### src/rtl/fmx_pkg.sv
// Package: shared definitions for the slot multiplexer.
// Assumes: used by all fmx_* modules and by fm_slot_mux.
package fmx_pkg;

    // Source of the value presented in a slot.
    typedef enum logic {
        SRC_FM  = 1'b0,
        SRC_PCM = 1'b1
    } src_e;

    // Output width for a given reduction choice.
    function automatic int slot_width(int in_w, int out_w, bit reduce);
        return reduce ? out_w : in_w;
    endfunction

endpackage

### src/rtl/fmx_slot_ctr.sv
// Module: fmx_slot_ctr
// Rotating slot pointer. It steps once per strobe and wraps from
// NUM_CH-1 to 0.
// Assumes: NUM_CH >= 2 and IDX_W wide enough to hold NUM_CH-1.
module fmx_slot_ctr #(
    parameter int NUM_CH = 6,
    parameter int IDX_W  = $clog2(NUM_CH)
) (
    input  logic             clk,
    input  logic             rst_n,
    input  logic             step,
    output logic [IDX_W-1:0] ptr
);

    localparam logic [IDX_W-1:0] LAST = IDX_W'(NUM_CH - 1);

    // Advance the pointer on each strobe, wrapping at the last voice.
    always_ff @(posedge clk) begin
        if (!rst_n) begin
            ptr <= '0;
        end else if (step) begin
            ptr <= (ptr == LAST) ? '0 : ptr + 1'b1;
        end
    end

endmodule

### src/rtl/fmx_reduce.sv
// Module: fmx_reduce
// Cuts a signed voice word down to the output width by dropping
// low bits, which rounds towards minus infinity. With equal widths
// the word passes through unchanged.
// Assumes: OW <= IN_W.
module fmx_reduce #(
    parameter int IN_W = 14,
    parameter int OW   = 9
) (
    input  logic [IN_W-1:0] din,
    output logic [OW-1:0]   dout
);

    generate
        if (OW < IN_W) begin : g_cut
            // Keep the top OW bits (arithmetic floor division).
            assign dout = din[IN_W-1 -: OW];
        end else begin : g_pass
            // Full-precision pass-through.
            assign dout = din;
        end
    endgenerate

endmodule

### src/rtl/fmx_pcm_fmt.sv
// Module: fmx_pcm_fmt
// Converts an offset-binary PCM byte to two's complement and places
// it in the top bits of the output word.
// Assumes: OW > PCM_W.
module fmx_pcm_fmt #(
    parameter int PCM_W = 8,
    parameter int OW    = 9
) (
    input  logic [PCM_W-1:0] pcm,
    output logic [OW-1:0]    dout
);

    localparam int PAD = OW - PCM_W;

    // Invert the sign bit, then pad with zeros below.
    assign dout = {~pcm[PCM_W-1], pcm[PCM_W-2:0], {PAD{1'b0}}};

endmodule

### src/rtl/fm_slot_mux.sv
// Module: fm_slot_mux (top)
// Time-division stereo output multiplexer. Each slot enable shows one
// voice on the left/right pair, gated by its pan bits. The last voice
// (PCM_CH) may be replaced by a host PCM byte. Voices are not summed.
// Assumes: slot_en is a one-cycle strobe. The PCM byte is held
// stable by the host. Reset is synchronous and active low.
module fm_slot_mux
    import fmx_pkg::*;
#(
    parameter int NUM_CH = 6,
    parameter int IN_W   = 14,
    parameter int OUT_W  = 9,
    parameter int PCM_W  = 8,
    parameter bit REDUCE = 1'b1,
    parameter int PCM_CH = NUM_CH - 1,
    localparam int OW    = slot_width(IN_W, OUT_W, REDUCE),
    localparam int IDX_W = $clog2(NUM_CH)
) (
    input  logic                   clk,
    input  logic                   rst_n,
    input  logic                   slot_en,
    input  logic [NUM_CH*IN_W-1:0] ch_data,
    input  logic [NUM_CH-1:0]      pan_l,
    input  logic [NUM_CH-1:0]      pan_r,
    input  logic                   dac_en,
    input  logic [PCM_W-1:0]       pcm_byte,
    output logic [OW-1:0]          left_out,
    output logic [OW-1:0]          right_out,
    output logic [IDX_W-1:0]       ch_idx
);

    logic [IDX_W-1:0] ptr;
    logic [OW-1:0]    reduced [NUM_CH];
    logic [OW-1:0]    pcm_word;
    logic [OW-1:0]    slot_val;
    src_e             src;

    // Slot pointer.
    fmx_slot_ctr #(
        .NUM_CH (NUM_CH),
        .IDX_W  (IDX_W)
    ) u_ctr (
        .clk   (clk),
        .rst_n (rst_n),
        .step  (slot_en),
        .ptr   (ptr)
    );

    // One reducer per voice.
    generate
        for (genvar i = 0; i < NUM_CH; i++) begin : g_red
            fmx_reduce #(
                .IN_W (IN_W),
                .OW   (OW)
            ) u_red (
                .din  (ch_data[i*IN_W +: IN_W]),
                .dout (reduced[i])
            );
        end
    endgenerate

    // PCM byte formatter.
    fmx_pcm_fmt #(
        .PCM_W (PCM_W),
        .OW    (OW)
    ) u_pcm (
        .pcm  (pcm_byte),
        .dout (pcm_word)
    );

    // Pick the source of the current slot.
    always_comb begin
        src = (dac_en && ptr == IDX_W'(PCM_CH)) ? SRC_PCM : SRC_FM;
    end

    // Select the one value that drives this slot.
    always_comb begin
        slot_val = (src == SRC_PCM) ? pcm_word : reduced[ptr];
    end

    // Register the panned slot value and its voice index.
    always_ff @(posedge clk) begin
        if (!rst_n) begin
            left_out  <= '0;
            right_out <= '0;
            ch_idx    <= '0;
        end else if (slot_en) begin
            left_out  <= pan_l[ptr] ? slot_val : '0;
            right_out <= pan_r[ptr] ? slot_val : '0;
            ch_idx    <= ptr;
        end
    end

endmodule

### config.mk
export PLATFORM = sky130hd
export DESIGN_NAME = fm_slot_mux
export DESIGN_NICKNAME = d
export VERILOG_FILES = /design/src/rtl/fmx_pkg.sv /design/src/rtl/fmx_slot_ctr.sv /design/src/rtl/fmx_reduce.sv /design/src/rtl/fmx_pcm_fmt.sv /design/src/rtl/fm_slot_mux.sv
export SDC_FILE = /design/constraint.sdc
export NUM_CORES = 1
export LEC_CHECK = 0
export ABC_AREA = 1
export ABC_CLOCK_PERIOD_IN_PS = 3500
export BUFFER_PORTS_ARGS = -buffer_cell sky130_fd_sc_hd__buf_2
export CAP_MARGIN = 20
export CORE_ASPECT_RATIO = 1.25
export CORE_MARGIN = 2
export CORE_UTILIZATION = 46
export CTS_BUF_LIST = sky130_fd_sc_hd__clkbuf_4
export DETAILED_ROUTE_END_ITERATION = 8
export PLACE_DENSITY = 0.93
export SETUP_SLACK_MARGIN = 0.2
export SLEW_MARGIN = 25
export SYNTH_ARGS = -nofsm -noshare
export SYNTH_HDL_FRONTEND = slang
export SYNTH_SLANG_ARGS = --single-unit
### constraint.sdc
create_clock -name clk -period 3.5 [get_ports clk]
set_input_delay 0.7 -clock clk [delete_from_list [all_inputs] [get_ports clk]]
set_output_delay 0.7 -clock clk [all_outputs]
set_load 0.01 [all_outputs]
Yosys cells after proc, flatten, opt, wreduce, memory -nomap -nowiden --
Cells that the tools add are included.
Operators by class: $add $sub $neg 1, $mul 0, divide/modulo/power cells 0, $lt $le $gt $ge 2, eq/ne operators 1, shifts and indexed selects 0, mux-type cells 12, bitwise logic cells 2, reductions and logical operators 1
Operators by type and width (number):
- two-way mux 9 bit | 5
- binary-select mux 9 bit (select 3 bit) | 1
- binary-select mux 1 bit (select 3 bit) | 2
- greater-or-equal comparator 4 bit, second input constant | 1
- < comparator 3 x 4 -> 1 bit, second input constant | 1
- NOT 3 -> 4 bit | 1
- adder 3 x 1 -> 3 bit, second input constant | 1
- equality test 3 bit, second input constant | 1
- two-way mux 1 bit | 3
- two-way mux 3 bit | 1
- logical AND 1 bit | 1
- NOT 1 bit | 1
Word-level totals: flip-flop bits (word level) 24, latch bits 0, memory bits (writable) 0, bits in read-only memories 0, output and inout port bits 21, word-level logic and storage cells 23, memories 0

Logic depth before layout (Yosys ltp) --
Gate-level depths: netlist (run 1).
word-level depth 6, mapped depth 10

Cells and area by module --
Synthesis (run 1) repeated with hierarchy kept, for this count alone.
Unflattened totals: cell total of the unflattened synthesis 403, area total of the unflattened synthesis 2321.0 um^2
By module, submodules not included:
- fm_slot_mux | times used 1, cells an instance 321, area each 1724.2 um^2
- fmx_reduce | times used 6, cells an instance 9, area each 67.6 um^2
- fmx_slot_ctr | times used 1, cells an instance 18, area each 123.9 um^2
- fmx_pcm_fmt | times used 1, cells an instance 10, area each 67.6 um^2

Worst setup path after synthesis (run 1) --
OpenSTA, ideal clock, no wires.
path kind in2reg, start input port slot_en, end register right_out[1], library setup time 0.070 ns, arrival time 1.479 ns, required time 3.430 ns, setup slack 1.950 ns, stages on the path 7, buffers on the path 1, cells stage by stage clkbuf_1 -> nand2_1 -> nor2_1 -> nand3_2 -> nand2_4 -> nand3_1 -> a21oi_1
RTL lines:
- from (decl) | line fm_slot_mux.sv:21 | input logic slot_en,
- to (signal assigned) | line fm_slot_mux.sv:89 | right_out <= pan_r[ptr] ? slot_val : '0;
- to (decl) | line fm_slot_mux.sv:28 | output logic [OW-1:0] right_out,

Worst setup path in the final report (run 1) --
start register u_ctr.ptr[1], end register left_out[4]
On the way: word-level cells in the longest chain between the ends 6, elaborated cells on any way between the ends 11, those cells by class 1 x eq/ne; 8 x mux; 1 x bitwise; 1 x reduce/logical
Ends and longest elaborated chain:
- from (decl) | line fmx_slot_ctr.sv:12 | output logic [IDX_W-1:0] ptr
- from (signal assigned) | line fmx_slot_ctr.sv:22 | ptr <= (ptr == LAST) ? '0 : ptr + 1'b1;
- NOT 3 -> 4 bit (implied by the code) | line fm_slot_mux.sv:78 | slot_val = (src == SRC_PCM) ? pcm_word : reduced[ptr];
- binary-select mux 9 bit (select 3 bit) | line fm_slot_mux.sv:78
- two-way mux 9 bit (implied by the code) (2 in a row) | line fm_slot_mux.sv:78
- two-way mux 9 bit | line fm_slot_mux.sv:78
- two-way mux 9 bit (*) | line fm_slot_mux.sv:88 | left_out <= pan_l[ptr] ? slot_val : '0;
- to (signal assigned) | line fm_slot_mux.sv:88
- to (decl) | line fm_slot_mux.sv:27 | output logic [OW-1:0] left_out,
Mark *: on every way between the ends. The rest lies on a longest branch, timed or not. The select of a mux whose other input is x is not followed. A chain may end at the register's enable or synchronous reset.

==> results of run 1 <==
-- how the worst min path moves through the flow --
| stage | startpoint | endpoint | slack (ns) |
|---|---|---|---|
| 3_3_place_gp | right_out[8]$_SDFFE_PN0P_ | right_out[8]$_SDFFE_PN0P_ | 0.45 |
| 2_1_floorplan | u_ctr.ptr[2]$_SDFFE_PN0P_ | u_ctr.ptr[2]$_SDFFE_PN0P_ | 0.47 |
| 3_5_place_dp | ch_idx[0]$_SDFFE_PN0P_ | ch_idx[0]$_SDFFE_PN0P_ | 0.45 |
| 5_1_grt | right_out[8]$_SDFFE_PN0P_ | right_out[8]$_SDFFE_PN0P_ | 0.49 |
| 4_1_cts | ch_idx[0]$_SDFFE_PN0P_ | ch_idx[0]$_SDFFE_PN0P_ | 0.47 |
| 6_report | ch_idx[0]$_SDFFE_PN0P_ | ch_idx[0]$_SDFFE_PN0P_ | 0.47 |
-- final cells by class --
cell class                      count  area (sq um)  share of cell area [%]
Multi-Input combinational cell    227          1010                    44.5
Timing Repair Buffer               99           498                    22.0
Sequential cell                    24           480                    21.2
Inverter                           50           188                    8.27
Tap cell                           54          67.6                    2.98
Clock buffer                        3          22.5                   0.993
Clock inverter                      1          3.75                   0.165
-- report_power, final --
part,internal [W],leakage [nW],switching (W)
clock network,0.0000417,0.0154,0.0000797
logic,0.0000874,1.15,0.000123
registers,0.000291,0.196,0.0000138
-- kinds of logic after synthesis --
group | Yosys count | synth area share, %
simple gates | 200 | 47.9
buf+inv | 68 | 17.6
compound gates | 27 | 7.89
flops | 24 | 26.6
-- cells in the mapped netlist, drive strengths merged --
| cell | instances | area, sq um |
|---|---|---|
| buf | 13 | 111 |
| nand3 | 44 | 230 |
| nor2 | 6 | 38.8 |
| a211oi | 1 | 7.51 |
| nand3b | 1 | 7.51 |
| o211ai | 2 | 15.0 |
| or2 | 7 | 43.8 |
| dfxtp | 24 | 480 |
| nand4 | 1 | 6.26 |
| inv | 50 | 188 |
| nand2 | 141 | 539 |
| clkbuf | 5 | 18.8 |
| a21oi | 22 | 110 |
| o21ai | 2 | 10.0 |
-- metal layers --
layer	track usage, %	vias to the layer above
met5	0	-
met4	3.70	0
met3	2.26	4
met2	42.8	73
met1	23.8	936
li1	-	1138
-- worst max-delay path: stages, from the launching register on --
cell and delay (ns):
dfxtp_1 0.76, inv_1 0.37, nand3_1 0.18, nand3_1 0.11, nand2_2 0.19, nand3_1 0.14
a21oi_1 0.14
-- sequential cells by signal, summed over array words and instances (netlist names) --
register	flops
ch_idx	3
left_out	9
right_out	9
u_ctr.ptr	3
-- through the flow --
| step | total power (W) | hold slack, ns |
|---|---|---|
| finish | 0.000637 | 0.473 |
| global route | 0.000681 | 0.492 |
| CTS | 0.000641 | 0.474 |
| detailed placement | 0.000520 | 0.455 |
| global placement | 0.000517 | 0.449 |
| floorplan | 0.000445 | 0.471 |
==> results.ini, run 1 <==
[outcome]
outcome=finished, final reports clean

[drt]
route.detailed.wl_per_inst_microns=10.8
maxUsedRoutingLayer=met4
firstDrtPassIters=5
ant_nets=0
dr_wl_met3_microns=295
wl_met2_microns=2530
route.detailed.drc=0
via_count=2151
routedLengthMet1_microns=2060
drt_wl_total_microns=4930
avgViaCountPerCell=4.70
drtIter0Drc=118

[layout]
final_cells=458
final_common_cell=nand2_1
final_cell_mix=nand2_1, buf_2, inv_1, nand3_1, dfxtp_1
final_cell_area_sq_mm=0.00227
final_layout_size_suffix_gt1_share_pct=28.7
final_net_count=513
fin_util_pct=59.9
syn2layout_area_growth_pct=25.6
fillers=379
num_antenna_cells=0

[worst_hold_path]
min_delay_path_depth=2
min_path_type=reg2reg

[clock_network]
cts_resized=0
clk-insertion-delay-late_ns=0.31
post_cts_buffers=0
cts.sinks=24
htreeDepth=1
cts_tree=built
cts-root-buf=clkbuf_4
holdBufCountCts=0
clockBufferDepth=2
numCtsBuffers=3
cts.clk_slew.worst_paths_ns=0.12

[placement]
io_buffers=98
dp.cells=454
finalWeightedCongestion=0.784
placed_cell_area_sq_mm=0.00224
dp_worst_setup_slack_ns=1.61
dp_hpwl_microns=3830

[worst_setup_path]
crit_path_end=left_out[4]$_SDFFE_PN0P_
r2r_end=left_out[4]$_SDFFE_PN0P_
critPathLaunchType=flop
required_ns=3.75
reg2regPathDepth=6
critPathLaunch=u_ctr.ptr[1]$_SDFFE_PN0P_
reg2reg_from=u_ctr.ptr[1]$_SDFFE_PN0P_
critPathKind=reg2reg
cp.arrival_ns=2.20
path_max_fanout=16
ff2ff_setup_slack_ns=1.54
critical_path.endpoint_type=flop

[floorplanning]
fp-row-count=25
die_area_sq_mm=0.00445
start_util_pct=47.7
die_w_microns=60.1
fp.dieH_microns=74.1
core_sq_mm=0.00378
io_pins=129

[timing]
slew_violations=0
grt_setup_unrepaired=no
final-hold-violation-count=0
period_minus_slack_ns=1.96
postLayoutSetupSlackWorst_ns=1.54
fin_setup_tns_ns=0
setup_viol=0
timing.slew.headroom_pct=56.4
timing.final.crit_share_pct=55.9
fmax_mhz=511
tightest_slew_ns=0.653
skew_ns=0.00117

[yosys]
synth.cell_area_sq_mm=0.00181
yosysWarnings=0
synthDistinctLibCells=21
synth_nets=427
yosysSeqAreaShare_pct=26.6
synth_seq_cells=24
syn_inst=319
avgSynthCellArea_sq_um=5.66

[global_routing]
grt.overflow.total=0
grt_pass1_vias=1915
grt_pass1_wl_microns=7550
grt_max_degree=38
grt_use_total_pct=21.4
antenna_found_initial=0

[power_and_ir_drop]
ir_drop_uv=209
leakagePower_nw=1.36
power_density_mw_per_mm2=281

[run]
maxCapViolCount=0

No activity file was read; power rests on OpenSTA's default activity.
==> run 2: changes to the inputs <==
--- a/config.mk
+++ b/config.mk
@@ -5,16 +5,16 @@
 export SDC_FILE = /design/constraint.sdc
 export NUM_CORES = 1
 export LEC_CHECK = 0
-export ABC_AREA = 1
-export ABC_CLOCK_PERIOD_IN_PS = 3500
+export ABC_AREA = 0
+export ABC_CLOCK_PERIOD_IN_PS = 1700
 export BUFFER_PORTS_ARGS = -buffer_cell sky130_fd_sc_hd__buf_2
 export CAP_MARGIN = 20
 export CORE_ASPECT_RATIO = 1.25
 export CORE_MARGIN = 2
-export CORE_UTILIZATION = 46
+export CORE_UTILIZATION = 36
 export CTS_BUF_LIST = sky130_fd_sc_hd__clkbuf_4
 export DETAILED_ROUTE_END_ITERATION = 8
-export PLACE_DENSITY = 0.93
+export PLACE_DENSITY = 0.82
 export SETUP_SLACK_MARGIN = 0.2
 export SLEW_MARGIN = 25
 export SYNTH_ARGS = -nofsm -noshare
==> constraint.sdc (replaced) <==
create_clock -name clk -period 1.7 [get_ports clk]
set_input_delay 0.34 -clock clk [delete_from_list [all_inputs] [get_ports clk]]
set_output_delay 0.34 -clock clk [all_outputs]
set_load 0.01 [all_outputs]
==> results.ini, run 2 <==
[timing]
setup_viol=0  ; unchanged
skew_ns=0.0126  ; was 0.00117 ns
fin_setup_tns_ns=0  ; unchanged
period_minus_slack_ns=1.44  ; was 1.96 ns
final-hold-violation-count=0  ; unchanged
hold_slack_ns=0.383  ; was 0.473 ns
fmax_mhz=693  ; was 511 MHz
slew_violations=0  ; unchanged
tightest_slew_ns=0.891  ; was 0.653 ns
postLayoutSetupSlackWorst_ns=0.257  ; was 1.54 ns
grt_setup_unrepaired=yes  ; was no
timing.final.crit_share_pct=84.9  ; was 55.9%
timing.slew.headroom_pct=40.4  ; was 56.4%

[drt]
route.detailed.drc=0  ; unchanged
avgViaCountPerCell=5.01  ; was 4.70
via_count=1667  ; was 2151
drt_wl_total_microns=4650  ; was 4930 microns
ant_nets=0  ; unchanged
route.detailed.wl_per_inst_microns=14.0  ; was 10.8 microns
firstDrtPassIters=4  ; was 5
drtIter0Drc=88  ; was 118

[run]
maxCapViolCount=0  ; unchanged

[global_routing]
antenna_found_initial=0  ; unchanged
grt_pass1_vias=1692  ; was 1915
grt_use_total_pct=18.6  ; was 21.4%
grt.overflow.total=0  ; unchanged
grt_max_degree=28  ; was 38
grt_pass1_wl_microns=7560  ; was 7550 microns

[worst_setup_path]
cp.arrival_ns=1.67  ; was 2.20 ns
critical_path.endpoint_type=flop  ; unchanged
path_cells=buf_12, nor3b_1, o32ai_2, o22ai_2, o31ai_2  ; was inv_1, nand3_1, nand3_1, nand2_2, nand3_1, a21oi_1
cp_top_family=compound AO/OA/AOI/OAI gates  ; was flip-flops
ff2ff_setup_slack_ns=0.26  ; was 1.54 ns
critPathLaunchType=flop  ; unchanged
path_buf_inv=1  ; unchanged
critPathKind=reg2reg  ; unchanged
slowest_stage=dfxtp_2  ; was dfxtp_1
required_ns=1.93  ; was 3.75 ns
path_max_fanout=27  ; was 16
slowest_delay_ns=0.36  ; was 0.76 ns

[yosys]
ys_top_cells_by_area=dfxtp_1, mux2i_1, o31ai_1, buf_6, o22ai_1  ; was nand2_1, dfxtp_1, nand3_1, inv_1, a21oi_1
async_flop_share_pct=0  ; unchanged
syn_inst=177  ; was 319
avgSynthCellArea_sq_um=9.03  ; was 5.66 sq um
yosysSeqAreaShare_pct=30.1  ; was 26.6%
yosysWarnings=0  ; unchanged
synth_nets=285  ; was 427
synthFlopType=dfxtp_1  ; unchanged
synth_seq_cells=24  ; unchanged
synthDistinctLibCells=26  ; was 21
synth_top_cell_by_area=dfxtp_1  ; was nand2_1
synth_commonest_cells=mux2i_1, dfxtp_1, nand2_1, o31ai_1  ; was nand2_1, inv_1, nand3_1, dfxtp_1, a21oi_1
synth-edff-count=0  ; unchanged
synth.cell_area_sq_mm=0.00160  ; was 0.00181 sq mm
synth_top_area_share_pct=30.1  ; was 28.9%
synth.most_common_cell=mux2i_1  ; was nand2_1

[power_and_ir_drop]
ir_drop_uv=410  ; was 209 uV
leakagePower_nw=1.00  ; was 1.36 nW
power_density_mw_per_mm2=603  ; was 281 mW/mm^2

[layout]
fillers=437  ; was 379
final_net_count=384  ; was 513
multiInputGateArea_sq_mm=0.00103  ; was 0.00101 sq mm
final_cell_mix=buf_2, mux2i_1, dfxtp_1, nand2_1, o31ai_1  ; was nand2_1, buf_2, inv_1, nand3_1, dfxtp_1
final_cell_area_sq_mm=0.00222  ; was 0.00227 sq mm
syn2layout_area_growth_pct=38.7  ; was 25.6%
final_common_cell=buf_2  ; was nand2_1
reg_top3=left_out (9), right_out (9)  ; unchanged
num_antenna_cells=0  ; unchanged
final_layout_size_suffix_gt1_share_pct=46.2  ; was 28.7%
seq_area_sq_um=485  ; was 480 sq um
fin_util_pct=51.2  ; was 59.9%

[placement]
io_buffers=98  ; unchanged
dp_worst_setup_slack_ns=0.137  ; was 1.61 ns
dp_hpwl_microns=3680  ; was 3830 microns
finalWeightedCongestion=0.779  ; was 0.784
placed_cell_area_sq_mm=0.00214  ; was 0.00224 sq mm

[floorplanning]
die_area_sq_mm=0.00499  ; was 0.00445 sq mm
start_util_pct=37.0  ; was 47.7%
die_w_microns=63.6  ; was 60.1 microns
io_pins=129  ; unchanged
core_sq_mm=0.00432  ; was 0.00378 sq mm
fp-row-count=27  ; was 25
fp.dieH_microns=78.5  ; was 74.1 microns

[clock_network]
cts.clk_slew.worst_paths_ns=0.13  ; was 0.12 ns
clockBufferDepth=2  ; unchanged
cts.sinks=24  ; unchanged
clk-insertion-delay-late_ns=0.31  ; about the same
htreeDepth=1  ; unchanged
post_cts_buffers=0  ; unchanged
cts_tree=built  ; unchanged
numCtsBuffers=3  ; unchanged
cts-root-buf=clkbuf_4  ; unchanged

[outcome]
outcome=finished, final reports clean  ; unchanged

[worst_hold_path]
min_path_type=in2reg  ; was reg2reg

==> run 2: where the power goes <==
| part | switching [W] | total (W) | internal (W) |
|---|---|---|---|
| combinational | 0.000237 | 0.000471 | 0.000234 |
| sequential | 0.0000202 | 0.000618 | 0.000598 |
| clock | 0.000160 | 0.000246 | 0.0000858 |
| total | 0.000418 | 0.00134 | 0.000917 |
==> run 2: routing by layer <==
metal	vias to the layer above	GRT usage [%]	part of all wire (%)
li1	849	-	-
met1	748	20.0	39
met2	62	36.4	53
met3	8	4.73	6.8
met4	0	3.26	1.7
met5	-	0	0
==> run 2: path summary, 6_finish.rpt <==
| check | start | to | cells after the start |
|---|---|---|---|
| worst max-delay path | u_ctr.ptr[0]$_SDFFE_PN0P_ | right_out[7]$_SDFFE_PN0P_ | 5 |
| worst min-delay path | pcm_byte[4] | left_out[5]$_SDFFE_PN0P_ | 3 |
| worst max register to register | u_ctr.ptr[0]$_SDFFE_PN0P_ | right_out[7]$_SDFFE_PN0P_ | 5 |
| worst min register to register | left_out[8]$_SDFFE_PN0P_ | left_out[8]$_SDFFE_PN0P_ | 2 |
==> run 2: kinds of logic (layout without fill, tap and decap cells) <==
logic type / Yosys count / after routing / share of synthesized area, %
AO/OA/AOI/OAI: 50 / 50 / 21.5
XOR/XNOR: 1 / 1 / 0.548
buffers and inverters: 17 / 115 / 7.59
flip-flops: 24 / 24 / 30.1
multiplexers: 41 / 41 / 25.7
AND/OR/NAND/NOR: 44 / 44 / 14.6
==> run 2: what timing repair did <==
| item | 4_1_cts | 5_1_grt |
|---|---|---|
| endpoints found under the setup margin | 12 | 17 |
| gates resized for setup | 1 | 13 |
| pin swaps | 0 | 3 |
| hold buffers | 0 | 0 |
==> run 2: worst reg2reg max path: stages, from the launching register on <==
cell and delay (ns):
dfxtp_2 0.36, buf_12 0.18, nor3b_1 0.17, o32ai_2 0.30, o22ai_2 0.14, o31ai_2 0.22
==> run 2: through the flow <==
stage | std cells | power, W
2_1_floorplan | 177 | 0.000912
3_3_place_gp | 329 | 0.00108
3_5_place_dp | 329 | 0.00109
4_1_cts | 333 | 0.00133
5_1_grt | 333 | 0.00142
6_report | 333 | 0.00134
==> run 2: cell type report <==
class	count	share of cell area, %
Timing Repair Buffer	108	26.4
Clock inverter	1	0.169
Clock buffer	3	1.02
Inverter	3	0.508
Tap cell	58	3.27
Multi-Input combinational cell	136	46.7
Sequential cell	24	21.9
==> run 3: changes to the inputs <==
--- a/config.mk
+++ b/config.mk
@@ -6,15 +6,15 @@
 export NUM_CORES = 1
 export LEC_CHECK = 0
 export ABC_AREA = 0
-export ABC_CLOCK_PERIOD_IN_PS = 1700
+export ABC_CLOCK_PERIOD_IN_PS = 1450
 export BUFFER_PORTS_ARGS = -buffer_cell sky130_fd_sc_hd__buf_2
 export CAP_MARGIN = 20
 export CORE_ASPECT_RATIO = 1.25
 export CORE_MARGIN = 2
-export CORE_UTILIZATION = 36
+export CORE_UTILIZATION = 40
 export CTS_BUF_LIST = sky130_fd_sc_hd__clkbuf_4
 export DETAILED_ROUTE_END_ITERATION = 8
-export PLACE_DENSITY = 0.82
+export PLACE_DENSITY = 0.86
 export SETUP_SLACK_MARGIN = 0.2
 export SLEW_MARGIN = 25
 export SYNTH_ARGS = -nofsm -noshare
==> constraint.sdc (replaced) <==
create_clock -name clk -period 1.45 [get_ports clk]
set_input_delay 0.29 -clock clk [delete_from_list [all_inputs] [get_ports clk]]
set_output_delay 0.29 -clock clk [all_outputs]
set_load 0.01 [all_outputs]
==> results.ini, run 3 (synthesis gave the netlist of run 2 again) <==
[outcome]
outcome=complete, but fails checks  ; was finished, final reports clean
violations=setup timing

[drt]
drtIter0Drc=96  ; was 88
firstDrtPassIters=4  ; unchanged
ant_nets=0  ; unchanged
drt_wl_total_microns=5280  ; was 4650 microns
maxUsedRoutingLayer=met4  ; unchanged
route.detailed.drc=0  ; unchanged
wl_met2_microns=2870  ; was 2460 microns
via_count=1833  ; was 1667
avgViaCountPerCell=5.28  ; was 5.01
dr_wl_met3_microns=446  ; was 315 microns
routedLengthMet1_microns=1920  ; was 1790 microns
route.detailed.wl_per_inst_microns=15.2  ; was 14.0 microns

[timing]
fmax_mhz=671  ; was 693 MHz
grt_setup_unrepaired=yes  ; unchanged
setup_viol=14  ; was 0
slew_violations=0  ; unchanged
postLayoutSetupSlackWorst_ns=-0.0405  ; was 0.257 ns
tightest_slew_ns=0.324  ; was 0.891 ns
period_minus_slack_ns=1.49  ; was 1.44 ns
skew_ns=0.0112  ; was 0.0126 ns
timing.final.crit_share_pct=103  ; was 84.9%
fin_setup_tns_ns=-0.264  ; was 0 ns
timing.slew.headroom_pct=78.4  ; was 40.4%
final-hold-violation-count=0  ; unchanged

[global_routing]
grt_use_total_pct=20.8  ; was 18.6%
grt_pass1_vias=1636  ; was 1692
antenna_found_initial=0  ; unchanged
grt_pass1_wl_microns=7210  ; was 7560 microns
grt.overflow.total=0  ; unchanged
grt_max_degree=16  ; was 28

[worst_setup_path]
critPathKind=reg2reg  ; unchanged
slowest_delay_ns=0.41  ; was 0.36 ns
path_cells=buf_12, mux2i_2, nor3_2, o21ai_4, buf_12, o31ai_2  ; was buf_12, nor3b_1, o32ai_2, o22ai_2, o31ai_2
required_ns=1.69  ; was 1.93 ns
crit_top_cell=buf_12
cp.arrival_ns=1.73  ; was 1.67 ns
path_max_fanout=6  ; was 27
slowest_stage=dfxtp_4  ; was dfxtp_2
critPathLaunchType=flop  ; unchanged
critical_path.endpoint_type=flop  ; unchanged

[layout]
final_layout_size_suffix_gt1_share_pct=60.4  ; was 46.2%
final_cell_mix=buf_2, mux2i_1, dfxtp_1, buf_4, nand2_1  ; was buf_2, mux2i_1, dfxtp_1, nand2_1, o31ai_1
final_net_count=402  ; was 384
reg_top3=left_out (9), right_out (9)  ; unchanged
num_antenna_cells=0  ; unchanged
final_common_cell=buf_2  ; unchanged
syn2layout_area_growth_pct=70.2  ; was 38.7%

[run]
maxCapViolCount=0  ; unchanged

[worst_hold_path]
min_path_type=in2reg  ; unchanged

[floorplanning]
die_w_microns=60.5  ; was 63.6 microns
fp-row-count=25  ; was 27
start_util_pct=41.9  ; was 37.0%
fp.dieH_microns=74.7  ; was 78.5 microns
io_pins=129  ; unchanged
die_area_sq_mm=0.00452  ; was 0.00499 sq mm
core_sq_mm=0.00382  ; was 0.00432 sq mm

[clock_network]
cts_tree=built  ; unchanged
htreeDepth=1  ; unchanged
clk-insertion-delay-late_ns=0.32  ; was 0.31 ns
cts.clk_slew.worst_paths_ns=0.13  ; about the same
cts-root-buf=clkbuf_4  ; unchanged
cts.sinks=24  ; unchanged
numCtsBuffers=3  ; unchanged
clockBufferDepth=2  ; unchanged

[power_and_ir_drop]
ir_drop_uv=740  ; was 410 uV
power_density_mw_per_mm2=745  ; was 603 mW/mm^2
leakagePower_nw=1.18  ; was 1.00 nW

[placement]
dp_hpwl_microns=3510  ; was 3680 microns
dp_worst_setup_slack_ns=-0.0758  ; was 0.137 ns
io_buffers=98  ; unchanged
finalWeightedCongestion=0.748  ; was 0.779

[run 3: changes by cell type in the layout (fill, tap and decap cells not counted), sizes merged]
cell	previous run	this run
clkinv	1	0
buf	108	123
bufinv	0	1
clkbuf	3	5
o21ai	10	11
[run 3: final timing paths]
| check | from | end | slack [ns] | cells past startpoint |
|---|---|---|---|---|
| worst min-delay path | pcm_byte[5] | left_out[6]$_SDFFE_PN0P_ | 0.34 | 3 |
| worst max-delay path | u_ctr.ptr[0]$_SDFFE_PN0P_ | left_out[0]$_SDFFE_PN0P_ | -0.04 | 6 |
| worst max register to register | u_ctr.ptr[0]$_SDFFE_PN0P_ | left_out[0]$_SDFFE_PN0P_ | -0.04 | 6 |
| worst min register to register | right_out[4]$_SDFFE_PN0P_ | right_out[4]$_SDFFE_PN0P_ | 0.46 | 2 |
[run 3: per-stage QoR]
stage,utilization [%],std cells,area [sq um],hold WS [ns],power (W)
6_report,71.3,347,2720,0.340,0.00203
3_3_place_gp,56.8,326,2170,0.432,0.00127
2_1_floorplan,-,177,1620,0.480,0.00108
3_5_place_dp,56.8,326,2170,0.434,0.00128
5_1_grt,71.3,347,2720,0.354,0.00211
4_1_cts,63.0,339,2400,0.323,0.00186
[run 3: repair_timing]
action | 4_1_cts | 5_1_grt
endpoints found under the setup margin | 19 | 19
pin swaps | 4 | 18
resized for setup | 22 | 40
buffers inserted | 7 | 6
cloned | 2 | 2
hold buffers | 0 | 0
[run 3: area by class of cell]
cell class / instances / area (sq um)
clock buffers: 3 / 22.5
clock inverters: 1 / 30.0
fillers: 293 / 1100
inverters: 3 / 11.3
multi-input cells: 137 / 1290
flip-flops and latches: 24 / 488
well taps: 54 / 67.6
repair buffers: 125 / 815
[run 3: metal layers]
layer,GRT usage [%],vias to the layer above
met4,1.93,0
li1,-,893
met1,24.5,855
met2,39.3,83
met3,4.81,2
met5,0,-
[run 3: critical path: cells and delay by family (launching register included)]
kind,cells,cell delay [ns]
compound gates,2,0.30
buf+inv,2,0.32
flops,1,0.41
mux,1,0.15
simple gates,1,0.24
[run 3: report_power, final]
group	switching (W)	internal [W]	total, W	leakage (nW)
Combinational	0.000387	0.000430	0.000817	0.959
Clock	0.000199	0.000280	0.000478	0.0279
Sequential	0.0000308	0.000701	0.000732	0.197
